File: src/rtl/sync_gen_pkg.sv
// Package: sync_gen_pkg
// Shared encodings for the master sync generator.
// Assumes: standard select is a single bit, 0 = 525-line system.
package sync_gen_pkg;
    typedef enum logic {
        STD_525 = 1'b0,
        STD_625 = 1'b1
    } video_std_e;
endpackage

File: src/rtl/sync_std_cfg.sv
// Module: sync_std_cfg
// Captures the standard select during reset and turns it into line length,
// frame size, reset position and field datum constants for the timebase.
// While reset is held the live select drives the outputs, so the reset
// values loaded elsewhere already match the chosen standard.
// Assumes: all parameters fit the widths passed in (checked by the top).
module sync_std_cfg
    import sync_gen_pkg::*;
#(
    parameter int L525 = 858,
    parameter int L625 = 864,
    parameter int N525 = 525,
    parameter int N625 = 625,
    parameter int RST_LINE_525 = 254,
    parameter int RST_LINE_625 = 301,
    parameter int F1_LINE_525 = 4,
    parameter int F2_LINE_525 = 266,
    parameter int F1_LINE_625 = 1,
    parameter int F2_LINE_625 = 313,
    parameter int VS_LINES = 3,
    parameter int HW = 10,
    parameter int VW = 10,
    parameter int FW = 20
) (
    input  logic          clk,
    input  logic          rst_n,
    input  logic          std_pal,
    output logic [HW:0]   line_len,
    output logic [HW-1:0] line_last,
    output logic [VW-1:0] lines,
    output logic [VW-1:0] rst_line,
    output logic [FW-1:0] rst_pos,
    output logic [FW-1:0] frame_last,
    output logic [FW-1:0] datum1,
    output logic [FW-1:0] datum2,
    output logic [FW-1:0] vs_len
);
    localparam logic [FW-1:0] RPOS_A = FW'((RST_LINE_525 - 1) * L525);
    localparam logic [FW-1:0] RPOS_B = FW'((RST_LINE_625 - 1) * L625);
    localparam logic [FW-1:0] FLAST_A = FW'(N525 * L525 - 1);
    localparam logic [FW-1:0] FLAST_B = FW'(N625 * L625 - 1);
    localparam logic [FW-1:0] D1_A = FW'((F1_LINE_525 - 1) * L525);
    localparam logic [FW-1:0] D1_B = FW'((F1_LINE_625 - 1) * L625);
    localparam logic [FW-1:0] D2_A = FW'((F2_LINE_525 - 1) * L525 + L525 / 2);
    localparam logic [FW-1:0] D2_B = FW'((F2_LINE_625 - 1) * L625 + L625 / 2);
    localparam logic [FW-1:0] VLEN_A = FW'(VS_LINES * L525);
    localparam logic [FW-1:0] VLEN_B = FW'(VS_LINES * L625);

    video_std_e std_q;
    video_std_e std_sel;

    // Hold the standard captured during reset.
    always_ff @(posedge clk) begin
        if (!rst_n) std_q <= video_std_e'(std_pal);
    end

    // Live select during reset, captured select afterwards.
    assign std_sel = rst_n ? std_q : video_std_e'(std_pal);

    // Map the selected standard onto its timing constants.
    always_comb begin
        if (std_sel == STD_625) begin
            line_len   = (HW+1)'(L625);
            line_last  = HW'(L625 - 1);
            lines      = VW'(N625);
            rst_line   = VW'(RST_LINE_625);
            rst_pos    = RPOS_B;
            frame_last = FLAST_B;
            datum1     = D1_B;
            datum2     = D2_B;
            vs_len     = VLEN_B;
        end else begin
            line_len   = (HW+1)'(L525);
            line_last  = HW'(L525 - 1);
            lines      = VW'(N525);
            rst_line   = VW'(RST_LINE_525);
            rst_pos    = RPOS_A;
            frame_last = FLAST_A;
            datum1     = D1_A;
            datum2     = D2_A;
            vs_len     = VLEN_A;
        end
    end
endmodule

File: src/rtl/sync_timebase.sv
// Module: sync_timebase
// Sample, line and frame-position counters. The frame position is kept as
// its own counter so that field decoding needs no multiplier.
// Assumes: rst_pos equals (rst_line-1) times the line length.
module sync_timebase #(
    parameter int HW = 10,
    parameter int VW = 10,
    parameter int FW = 20
) (
    input  logic          clk,
    input  logic          rst_n,
    input  logic [HW-1:0] line_last,
    input  logic [VW-1:0] lines,
    input  logic [VW-1:0] rst_line,
    input  logic [FW-1:0] rst_pos,
    input  logic [FW-1:0] frame_last,
    output logic [HW-1:0] hcnt,
    output logic [VW-1:0] vcnt,
    output logic [FW-1:0] fpos,
    output logic          line_end
);
    assign line_end = (hcnt == line_last);

    // Sample counter within the line.
    always_ff @(posedge clk) begin
        if (!rst_n)        hcnt <= '0;
        else if (line_end) hcnt <= '0;
        else               hcnt <= hcnt + 1'b1;
    end

    // 1-based line counter, wraps after the last line of the frame.
    always_ff @(posedge clk) begin
        if (!rst_n)         vcnt <= rst_line;
        else if (line_end)  vcnt <= (vcnt == lines) ? VW'(1) : vcnt + 1'b1;
    end

    // Sample position within the whole frame.
    always_ff @(posedge clk) begin
        if (!rst_n)                   fpos <= rst_pos;
        else if (fpos == frame_last)  fpos <= '0;
        else                          fpos <= fpos + 1'b1;
    end
endmodule

File: src/rtl/sync_hs_gen.sv
// Module: sync_hs_gen
// Converts the 10-bit offset into an HS fall position and drives the
// active-low HS pulse. The position is latched in reset and at each line
// end, so it only changes from sample 0. A pulse that starts late in the
// line ends with the line because the sample counter never passes L-1.
// Assumes: offset < 2 * line length, offset width <= HW+1.
module sync_hs_gen #(
    parameter int HW = 10,
    parameter int OFF_W = 10,
    parameter int HS_WIDTH = 64,
    parameter int HS_BIAS = 6
) (
    input  logic             clk,
    input  logic             rst_n,
    input  logic             line_end,
    input  logic [HW-1:0]    hcnt,
    input  logic [HW:0]      line_len,
    input  logic [OFF_W-1:0] offset,
    output logic             hs_n
);
    localparam int AW = HW + 2;

    logic [AW-1:0] off_w;
    logic [AW-1:0] len_w;
    logic [AW-1:0] eff;
    logic [AW-1:0] pos_nxt;
    logic [AW-1:0] pos_q;
    logic [AW-1:0] h_w;

    assign off_w = AW'(offset);
    assign len_w = AW'(line_len);
    assign h_w   = AW'(hcnt);

    // Fold the offset into one line, then shift by the fixed bias modulo L.
    always_comb begin
        eff = (off_w >= len_w) ? off_w - len_w : off_w;
        if (eff >= AW'(HS_BIAS)) pos_nxt = eff - AW'(HS_BIAS);
        else                     pos_nxt = eff + len_w - AW'(HS_BIAS);
    end

    // Take a new fall position only at reset or at the line end.
    always_ff @(posedge clk) begin
        if (!rst_n || line_end) pos_q <= pos_nxt;
    end

    // HS is low from the fall position for the pulse width or to line end.
    assign hs_n = !((h_w >= pos_q) && (h_w < pos_q + AW'(HS_WIDTH)));
endmodule

File: src/rtl/sync_vfield_gen.sv
// Module: sync_vfield_gen
// Decodes VS and field parity from the frame position. Each field datum
// opens a VS window of vs_len samples; parity is 0 between the first and
// second datum.
// Assumes: datum1 < datum2 and both windows end inside the frame.
module sync_vfield_gen #(
    parameter int FW = 20
) (
    input  logic [FW-1:0] fpos,
    input  logic [FW-1:0] datum1,
    input  logic [FW-1:0] datum2,
    input  logic [FW-1:0] vs_len,
    output logic          vs_n,
    output logic          field
);
    logic [1:0]    in_win;
    logic [FW-1:0] starts [2];

    assign starts[0] = datum1;
    assign starts[1] = datum2;

    // One VS window comparator per field datum.
    for (genvar f = 0; f < 2; f++) begin : g_win
        assign in_win[f] = (fpos >= starts[f]) && (fpos < starts[f] + vs_len);
    end

    // VS is active in either window.
    assign vs_n = ~|in_win;

    // Parity: second field outside the first-to-second datum span.
    assign field = !((fpos >= datum1) && (fpos < datum2));
endmodule

File: src/rtl/sync_master_gen.sv
// Module: sync_master_gen (top)
// Master-mode HS/VS/field generator for 525- and 625-line video from a
// 13.5 MHz sample clock. Wires the standard config, timebase, HS and
// VS/field units together.
// Assumes: synchronous active-low reset held for at least one clock edge.
module sync_master_gen #(
    parameter int L525 = 858,
    parameter int L625 = 864,
    parameter int N525 = 525,
    parameter int N625 = 625,
    parameter int RST_LINE_525 = 254,
    parameter int RST_LINE_625 = 301,
    parameter int F1_LINE_525 = 4,
    parameter int F2_LINE_525 = 266,
    parameter int F1_LINE_625 = 1,
    parameter int F2_LINE_625 = 313,
    parameter int VS_LINES = 3,
    parameter int HS_WIDTH = 64,
    parameter int HS_BIAS = 6,
    parameter int OFF_W = 10
) (
    input  logic             clk,
    input  logic             rst_n,
    input  logic             std_pal,
    input  logic [OFF_W-9:0] hoff_hi,
    input  logic [7:0]       hoff_lo,
    output logic             hs_n,
    output logic             vs_n,
    output logic             field,
    output logic [9:0]       line_num,
    output logic [9:0]       sample_num
);
    localparam int LMAX = (L625 > L525) ? L625 : L525;
    localparam int NMAX = (N625 > N525) ? N625 : N525;
    localparam int HW   = $clog2(LMAX);
    localparam int VW   = $clog2(NMAX + 1);
    localparam int FW   = $clog2(LMAX * NMAX);

    logic [HW:0]    line_len;
    logic [HW-1:0]  line_last;
    logic [VW-1:0]  lines;
    logic [VW-1:0]  rst_line;
    logic [FW-1:0]  rst_pos;
    logic [FW-1:0]  frame_last;
    logic [FW-1:0]  datum1;
    logic [FW-1:0]  datum2;
    logic [FW-1:0]  vs_len;
    logic [HW-1:0]  hcnt;
    logic [VW-1:0]  vcnt;
    logic [FW-1:0]  fpos;
    logic           line_end;

    sync_std_cfg #(
        .L525(L525), .L625(L625), .N525(N525), .N625(N625),
        .RST_LINE_525(RST_LINE_525), .RST_LINE_625(RST_LINE_625),
        .F1_LINE_525(F1_LINE_525), .F2_LINE_525(F2_LINE_525),
        .F1_LINE_625(F1_LINE_625), .F2_LINE_625(F2_LINE_625),
        .VS_LINES(VS_LINES), .HW(HW), .VW(VW), .FW(FW)
    ) u_cfg (
        .clk(clk), .rst_n(rst_n), .std_pal(std_pal),
        .line_len(line_len), .line_last(line_last), .lines(lines),
        .rst_line(rst_line), .rst_pos(rst_pos), .frame_last(frame_last),
        .datum1(datum1), .datum2(datum2), .vs_len(vs_len)
    );

    sync_timebase #(.HW(HW), .VW(VW), .FW(FW)) u_tb (
        .clk(clk), .rst_n(rst_n), .line_last(line_last), .lines(lines),
        .rst_line(rst_line), .rst_pos(rst_pos), .frame_last(frame_last),
        .hcnt(hcnt), .vcnt(vcnt), .fpos(fpos), .line_end(line_end)
    );

    sync_hs_gen #(
        .HW(HW), .OFF_W(OFF_W), .HS_WIDTH(HS_WIDTH), .HS_BIAS(HS_BIAS)
    ) u_hs (
        .clk(clk), .rst_n(rst_n), .line_end(line_end), .hcnt(hcnt),
        .line_len(line_len), .offset({hoff_hi, hoff_lo}), .hs_n(hs_n)
    );

    sync_vfield_gen #(.FW(FW)) u_vf (
        .fpos(fpos), .datum1(datum1), .datum2(datum2), .vs_len(vs_len),
        .vs_n(vs_n), .field(field)
    );

    assign line_num   = 10'(vcnt);
    assign sample_num = 10'(hcnt);
endmodule

File: config.mk
export PLATFORM = sky130hd
export DESIGN_NAME = sync_master_gen
export DESIGN_NICKNAME = d
export VERILOG_FILES = /design/src/rtl/sync_gen_pkg.sv /design/src/rtl/sync_std_cfg.sv /design/src/rtl/sync_timebase.sv /design/src/rtl/sync_hs_gen.sv /design/src/rtl/sync_vfield_gen.sv /design/src/rtl/sync_master_gen.sv
export SDC_FILE = /design/constraint.sdc
export NUM_CORES = 1
export LEC_CHECK = 0
export BUFFER_PORTS_ARGS = -buffer_cell sky130_fd_sc_hd__buf_2
export CORE_UTILIZATION = 57
export CTS_BUF_LIST = sky130_fd_sc_hd__clkbuf_8
export DETAILED_ROUTE_END_ITERATION = 10
export PLACE_DENSITY = 0.9
export SYNTH_ARGS = -nofsm -noshare
export SYNTH_HDL_FRONTEND = slang
export SYNTH_SLANG_ARGS = --single-unit
export TNS_END_PERCENT = 30
File: constraint.sdc
create_clock -name clk -period 5.1 [get_ports clk]
set_clock_uncertainty 0.1 [all_clocks]
set_input_delay 0.765 -clock clk [delete_from_list [all_inputs] [get_ports clk]]
set_output_delay 0.765 -clock clk [all_outputs]
set_load 0.01 [all_outputs]
; Yosys cells after proc, flatten, opt, wreduce, memory -nomap -nowiden
; Index checks and enable logic that the tools add are counted.
; Widths: inputs -> output; s select.
[classes]
n_reduce_logical = 11
shift = 0
bitwise_logic = 1
order_cmp = 9
div_mod_pow = 0
muxes = 17
n_eq_ne = 4
addsub = 10
n_mul = 0
[ops]
columns = op, n
row1 = $mux 20, 3
row2 = $lt 20x20->1, 2
row3 = $mux 12, 3
row4 = $mux 10, 3
row5 = $sub 12x3->12 const B, 2
row6 = $add 10x1->10 const B, 2
row7 = $add 19x12->20, 1
row8 = $add 20x1->20 const B, 1
row9 = $eq 10x10->1, 2
row10 = $eq 20x20->1, 1
row11 = $ge 20x12->1, 1
row12 = $ge 20x19->1, 1
row13 = $lt 20x19->1, 1
row14 = $mux 19, 1
row15 = $mux 16, 1
row16 = $add 12x12->13, 1
row17 = $add 12x10->12, 1
row18 = $add 12x7->12 const B, 1
row19 = $ge 10x12->1, 1
row20 = $ge 12x3->1 const B, 1
row21 = $lt 10x12->1, 1
row22 = $mux 6, 2
row23 = $sub 10x10->11, 1
row24 = $ge 10x10->1, 1
row25 = other kinds (10), 17
[word_totals]
ram_bits = 0
rom_bits = 0
latch_bits = 0
ff_bits = 53
word_cells = 57
mem_count = 0

; Longest topological paths before layout
; Gate-level depths: netlist of run 1.
[logic_depth]
depth_word = 7
mapped_depth = 23
mapped_depth_nobuf = 22

; Modules after synthesis
; A second synthesis of run 1 with hierarchy kept.
[unflattened]
hier_cells = 1177
area_unflattened_um2 = 9551.7
[modules_own_cells]
columns = module, area_each_um2, cells_per_inst, n_inst
row1 = sync_vfield_gen, 3617.2, 479, 1
row2 = sync_hs_gen, 2436.1, 295, 1
row3 = sync_timebase, 2394.8, 258, 1
row4 = sync_std_cfg, 1103.6, 145, 1

; Worst setup path before layout of run 1
; OpenSTA, ideal clock, no wires.
[synth_path]
kind = input port to flip-flop
start = in rst_n
end = reg u_hs.pos_q[11] (data pin)
path_slack_ns = -0.182
n_path_buf = 1
arrival_ns = 4.922
stages = 22
required_time_ns = 4.739
path_cell_list = nand2b_1 > nand2_1 > inv_2 > ha_1 > ha_1 > nand2b_2 > a211oi_4 > o311ai_4 > clkbuf_1 > nor2_1 > a21oi_1 > ha_1 > inv_1 > ha_1 > a31oi_1 > nor2b_1 > o21ai_0 > nand2b_1 > nor3b_1 > a31oi_1 > mux2i_1 > xnor2_1
[synth_between]
elab_chain_cells = 7
elab_cells_between_ends = 10
cone_classes = add/sub (4) / order compare (2) / mux (4)
[synth_rtl]
columns = element, line_no
row1 = from (decl), sync_master_gen.sv:23  ; input logic rst_n,
row2 = $mux 1 (*), sync_std_cfg.sv:58  ; assign std_sel = rst_n ? std_q : video_std_e'(std_pal);
row3 = net u_cfg.std_sel, sync_std_cfg.sv:50  ; video_std_e std_sel;
row4 = $mux 6 (*), sync_std_cfg.sv:62  ; if (std_sel == STD_625) begin
row5 = $sub 10x10->11 / $ge 10x10->1 (equally long branches), sync_hs_gen.sv:36  ; eff = (off_w >= len_w) ? off_w - len_w : off_w;
row6 = $mux 12, sync_hs_gen.sv:36
row7 = $add 12x10->12, sync_hs_gen.sv:38  ; else pos_nxt = eff + len_w - AW'(HS_BIAS);
row8 = $sub 12x3->12, sync_hs_gen.sv:38
row9 = $mux 12 (*), sync_hs_gen.sv:37  ; if (eff >= AW'(HS_BIAS)) pos_nxt = eff - AW'(HS_BIAS);
row10 = net u_hs.pos_nxt[11], sync_hs_gen.sv:26  ; logic [AW-1:0] pos_nxt;
row11 = to (signal assigned), sync_hs_gen.sv:43  ; if (!rst_n || line_end) pos_q <= pos_nxt;
row12 = to (decl), sync_hs_gen.sv:27  ; logic [AW-1:0] pos_q;
; Mark *: on every way through the listed nets, which the timed path passes. The rest lies on a longest branch.
; A chain may end at the register's enable or synchronous reset.

; Final worst setup path of run 1
; Same ends and word-level chain as after synthesis.

==> results.md, run 1 <==
- Status: finished clean
- Yosys top cell by area: ha_1
- Max Root-Sink Buffers: 2
- Congestion Overflow GR: 0
- PwrDens: 228 nW/µm²
- Combinational Power Share: 0.324
- Seq. cell area: 1280 µm²
- GRT Overall Usage: 0.234
- Detailed Route Iter0 Violations: 284
- Syn_nets: 578
- Total core area: 7370 µm²
- Sequential area share after synthesis: 0.291
- Max Cap Violations: 0
- Antenna violations before repair: 0
- CP Class: in2reg
- Synth top area share: 0.182
- Final setup fails: 0
- Cells after Synth: 501
- Reg-to-reg endpoint: u_hs.pos_q[11]
- Multi-input combinational cell area: 2960 µm²
- Number of synthesized flops with an enable pin: 22
- Clk pwr share: 0.208
- Layout cell share with drive strength beyond 1: 0.115
- CP Launch Type: primary input
- Total CTS buffers: 5
- Area after detailed placement: 4690 µm²
- Critical Path RT: 5.06 ns
- Synth Cell Area: 4400 µm²
- R2R Setup Slk: 0.69 ns
- Synth area leaders: ha_1, edfxtp_1, dfxtp_1
- Pins Over Slew Limit: 0
- Crit path max fanout: 15
- Hold_buf cts: 0
- Min Clock Period, post-route: 4.82 ns
- Hold Path Depth: 1
- Root Driver: clkbuf_8
- Vias in the first global route: 3561
- Resized Gates After CTS: 0
- Ys Warns: 0
- # DRC: 0
- Ys flop type: dfxtp_1
- Crit path DAT: 4.77 ns
- FF+latch count, synth: 53
- IO Port Bufs: 35
- R2r worst-path depth: 20
- Worst hold endpoint: u_tb.hcnt[0]
- DP HPWL: 7160 µm
- Area delta synth->final: 8.64%
- Switch share: 0.341
- Finished Cell Area: 4780 µm²
- CTS H-tree depth: 2
- Sequential Power Share: 0.468
- Sink Count: 53
- Slew @ Worst Pin: 1.18 ns
- Wire per inst: 14.3 µm
- Ys async rst share: 0
- Cell Rows: 31
- Hold Path Class: reg2reg
- Hold_sp: u_tb.hcnt[0]
- Internal: 719 µW
- Highest ir drop seen on vdd: 0.117 mV
- Synth unique cells: 58
- Fin. Hold Viols: 0
- Post-route ant nets: 0
- Largest net degree at the start of global routing: 32
- RSZ-0062 raised after global routing: no
- Clock-pin slew on the worst setup and hold paths: 0.09 ns
- Number of diodes: 0
- Die Y: 89.9 µm
- Post-route insts no fill: 640
- CP Capture Type: flip-flop
- Switching power: 372 µW
- Die W: 89.9 µm
- Vias post-DR: 3761
- Worst skew pair latency: 0.31 ns
- Global-route wire length before repair: 16000 µm
- Layout Utilization: 0.649
- P_leak: 2.04 nW
- Post-CTS Setup Bufs: 0
- Full die area: 8080 µm²
- Initial Utilization: 0.597
- Final Net Count: 617
- Fin crit share: 0.945
- Drt total wl: 9130 µm
- Detailed-route vias per instance: 5.88
- Crit Reg-Reg Startpoint: u_cfg.std_q
- Fillers: 577
- Placed insts: 632
- Fmax: 208 MHz
- TritonCTS clock tree: yes
- TritonRoute pass-1 iters: 5
- Routability cong.: 0.922
- Slew headroom: 0.213
- I/O pins: 36
- Avg Cell Area, Syn: 8.79 µm²
how the worst max path moves through the flow:
stage               start             end  slack, ns  cells after the start
detailed placement  rst_n  u_hs.pos_q[11]      -0.03                     20
CTS                 rst_n  u_hs.pos_q[11]       0.28                     20
finish              rst_n  u_hs.pos_q[11]       0.28                     21
global route        rst_n  u_hs.pos_q[11]       0.04                     22
global placement    rst_n  u_hs.pos_q[11]       0.29                     20
floorplan           rst_n  u_hs.pos_q[11]       0.07                     22
Yosys cell counts, types with 3 or more instances:
library cell / n
a211oi_1: 4
a21o_1: 4
a21oi_1: 24
a31oi_1: 6
and3_1: 4
clkbuf_1: 4
dfxtp_1: 31
edfxtp_1: 22
ha_1: 64
inv_1: 33
mux2i_1: 5
nand2_1: 32
nand2b_1: 11
nand3_1: 25
nand4_1: 3
nand4b_1: 6
nor2_1: 45
nor2_2: 3
nor2b_1: 7
nor3_1: 11
nor3b_1: 4
nor4_1: 10
o21a_1: 7
o21ai_0: 42
or3_1: 4
xnor2_1: 26
xor2_1: 27
per-stage QoR:
stage / total power, mW / setup WS [ns] / TNS (ns) / hold slack [ns]
finish: 1.09 / 0.283 / 0 / 0.423
global route: 1.16 / 0.0384 / 0 / 0.455
CTS: 1.09 / 0.278 / 0 / 0.429
detailed placement: 0.866 / -0.0272 / -0.0272 / 0.408
global placement: 0.843 / 0.294 / 0 / 0.385
floorplan: 0.774 / 0.0652 / 0 / 0.348
worst max-delay path, stage by stage:
cell	delay, ns
buf_2	0.17
nand2b_1	0.24
nand2_2	0.16
inv_2	0.06
ha_1	0.20
ha_1	0.21
nand2b_2	0.22
a211oi_4	0.32
o311ai_4	0.18
a21oi_1	0.33
ha_1	0.21
inv_1	0.04
ha_1	0.31
a31oi_1	0.32
nor2b_1	0.08
o21ai_0	0.19
nand2b_1	0.11
nor3b_1	0.18
a31oi_1	0.21
mux2i_1	0.12
xnor2_1	0.16
power by group through the flow:
stage	clock network, mW	registers [mW]	logic (mW)
6_report	0.226	0.510	0.354
5_1_grt	0.244	0.515	0.397
4_1_cts	0.228	0.509	0.349
3_5_place_dp	0	0.519	0.347
3_3_place_gp	0	0.517	0.326
2_1_floorplan	0	0.512	0.262
flip-flops by register name, summed over array words and instances, names as in the netlist:
| register | cells |
|---|---|
| u_tb.hcnt | 10 |
| u_tb.fpos | 20 |
| u_cfg.std_q | 1 |
| u_hs.pos_q | 12 |
| u_tb.vcnt | 10 |
per-layer routing:
metal | wire length, µm | track usage
met1 | 4160 | 0.307
met2 | 4330 | 0.395
met3 | 475 | 0.0364
met4 | 169 | 0.0753
met5 | 0 | 0
layout make-up:
cell class / count / area share
clock buffer: 5 / 0.0144
clock inverter: 3 / 0.00314
timing repair buffer: 39 / 0.0429
multi-input combinational: 407 / 0.619
inverter: 34 / 0.0267
tap: 99 / 0.0259
sequential: 53 / 0.268
placed cells by master, fill, tap and decap left out, drive strengths merged, types with 7 or more instances in the layout:
| master | count |
|---|---|
| nand2b | 12 |
| edfxtp | 22 |
| nor3 | 12 |
| dfxtp | 31 |
| o21a | 7 |
| nor4 | 11 |
| ha | 64 |
| xnor2 | 26 |
| nand2 | 33 |
| o21ai | 43 |
| nand3 | 25 |
| buf | 39 |
| nor2b | 7 |
| inv | 35 |
| nor2 | 48 |
| a21oi | 24 |
| xor2 | 27 |
logic make-up after synthesis:
family / after synthesis / share of synthesized area
AND/OR/NAND/NOR: 179 / 0.215
AO/OA/AOI/OAI: 105 / 0.155
adder cells (fa/ha/maj): 64 / 0.182
XOR/XNOR: 53 / 0.105
flip-flops: 53 / 0.291
buffers and inverters: 41 / 0.0378
multiplexers: 6 / 0.0139
(Power assumes the default switching activity.)
==> inputs of run 2 (changes only) <==
CORE_UTILIZATION = 63   (was 57)
GPL_TIMING_DRIVEN = 0   (was not set)
PLACE_DENSITY = 0.93   (was 0.9)
clock period = 4.84 ns   (was 5.1 ns; I/O delays follow)
==> run 2 against run 1 <==
  * Die area is 9.3% lower
  * Cell count is 2.3% lower
  * Non-clock buffer count is 3 higher
  * Combinational power is 10% higher
  * Clock power is 19% higher
  * First-iteration DRC count is 14% lower
  * Critical path depth is 3 higher
  * Core utilization is 7.1 points higher
  * Critical endpoint is now u_hs.pos_q[10]
  * Largest power group unchanged
==> results.md, run 2 (synthesis results as in run 1) <==
- Biggest regs: u_tb.fpos x20, u_hs.pos_q x12
- I/O pins: 36
- Total CTS buffers: 5
- Seq. cell area: 1280 µm²
- Crit path max fanout: 19
- CP Class: in2reg
- Congestion Overflow GR: 0
- Detailed-route vias per instance: 6.13
- Top sig layer: met4
- Min Clock Period, post-route: 4.64 ns
- Wire per inst: 15.5 µm
- Max Cap Violations: 0
- Antenna violations before repair: 0
- GRT Overall Usage: 0.276
- Root Driver: clkbuf_8
- CP Capture Type: flip-flop
- Routed wl met3: 443 µm
- CTS H-tree depth: 2
- M1 WL: 4310 µm
- Status: finished clean
- Commonest non-fill, non-tap cells in the layout: ha_1, nor2_1, o21ai_0, buf_2, inv_1
- Largest net degree at the start of global routing: 32
- Multi-input combinational cell area: 3030 µm²
- Layout cell share with drive strength beyond 1: 0.132
- Pins Over Slew Limit: 0
- Detailed Route Iter0 Violations: 243
- Final Net Count: 621
- Most common cell after layout, fill and taps aside: ha_1
- DP HPWL: 7070 µm
- Number of diodes: 0
- Drt total wl: 9720 µm
- Crit-path cells: buf_2 > nand2b_4 > nand2_8 > inv_6 > ha_1 > ha_1 > nand2b_2 > a211oi_4 > o311ai_4 > clkbuf_4 > nor2_2 > a21oi_4 > ha_1 > inv_1 > ha_1 > a21o_1 > a21oi_2 > inv_1 > a21oi_1 > nor2_1 > a21oi_1 > xnor2_1 > nor2_1 > a21oi_1
- P_leak: 2.06 nW
- Vias in the first global route: 3743
- Layout Utilization: 0.720
- Vias post-DR: 3829
- IO Port Bufs: 34
- Hold Path Class: reg2reg
- Die Y: 85.6 µm
- Area delta synth->final: 10.5%
- Fmax: 216 MHz
- Worst path slowest cell: a211oi_4
- Buffers and inverters on the worst path: 5
- Global-route wire length before repair: 16400 µm
- Family with the most delay on the worst path: compound AO/OA/AOI/OAI gates
- TritonRoute pass-1 iters: 4
- Full die area: 7320 µm²
- Crit path DAT: 4.58 ns
- Fillers: 448
- Worst skew pair latency: 0.32 ns
- Max FFs per register: 20
- # DRC: 0
- Max Root-Sink Buffers: 2
- Crit-path max cell delay: 0.35 ns
- Sink Count: 53
- Initial Utilization: 0.651
- Final setup fails: 0
- Critical Path RT: 4.78 ns
- Routability cong.: 0.911
- Most Frequent Cell on Critical Path: ha_1
- Fin crit share: 0.958
- CP Launch Type: primary input
- PwrDens: 246 nW/µm²
- Total power draw: 1.20 mW
- Highest ir drop seen on vdd: 0.139 mV
- Met2 wire len: 4810 µm
- Largest reg by FF count: u_tb.fpos
- TritonCTS clock tree: yes
- Fin. Hold Viols: 0
- Clock-pin slew on the worst setup and hold paths: 0.10 ns
- Slew headroom: 0.209
- Die W: 85.6 µm
- Slew @ Worst Pin: 1.18 ns
- Cell Rows: 30
- Hold_buf cts: 0
- Total core area: 6760 µm²
- Post-route ant nets: 0
## run 2: cell types whose count changed in the layout (fill, tap and decap cells not counted), sizes merged
cell	previous run	this run
clkbuf	5	10
buf	39	38
clkinvlp	1	0
nand2	33	34
## run 2: routing by layer
metal,global-route usage,vias to the layer above
met5,0,-
met4,0.132,0
met3,0.0308,16
met2,0.487,110
met1,0.337,1824
li1,-,1879
## run 2: path summary, 6_finish.rpt
kind | endpoint | startpoint | cells after the start | slack (ns)
setup / recovery | u_hs.pos_q[10] | rst_n | 24 | 0.20
hold / removal | u_tb.fpos[0] | u_tb.fpos[0] | 1 | 0.41
setup reg to reg | u_hs.pos_q[10] | u_cfg.std_q | 23 | 0.47
hold reg to reg | u_tb.fpos[0] | u_tb.fpos[0] | 1 | 0.41
## run 2: per-stage QoR
stage	hold WS (ns)	instances	setup TNS, ns	setup slack [ns]	instance area, µm²
after global routing	0.450	625	-0.00400	-0.00400	4870
after global placement	0.381	615	-1.92	-0.593	4680
after CTS	0.410	625	0	0.0325	4820
final	0.409	625	0	0.204	4870
after detailed placement	0.387	615	-2.70	-0.702	4680
after floorplan	0.348	501	0	0.104	4410
## run 2: what timing repair did
action                                  CTS  global route
endpoints found under the setup margin    4             3
resized for setup                         3            12
hold endpoints to repair                  0             0
buffers inserted                          1             0
pin swaps                                 2             2
gates cloned                              1             0
## run 2: report_power, final
part	leakage [nW]	total, mW	internal, mW	switching [mW]
Combinational	1.54	0.391	0.166	0.225
Clock	0.0518	0.270	0.119	0.151
Sequential	0.469	0.537	0.500	0.0371
Total	2.06	1.20	0.784	0.414
## run 2: final cells by class
cell class | instances | share of cell area
flip-flops and latches | 53 | 0.263
inverters | 34 | 0.0273
repair buffers | 35 | 0.0365
multi-input cells | 408 | 0.623
clock buffers | 6 | 0.0170
well taps | 80 | 0.0206
plain buffers | 7 | 0.00874
clock inverters | 2 | 0.00360
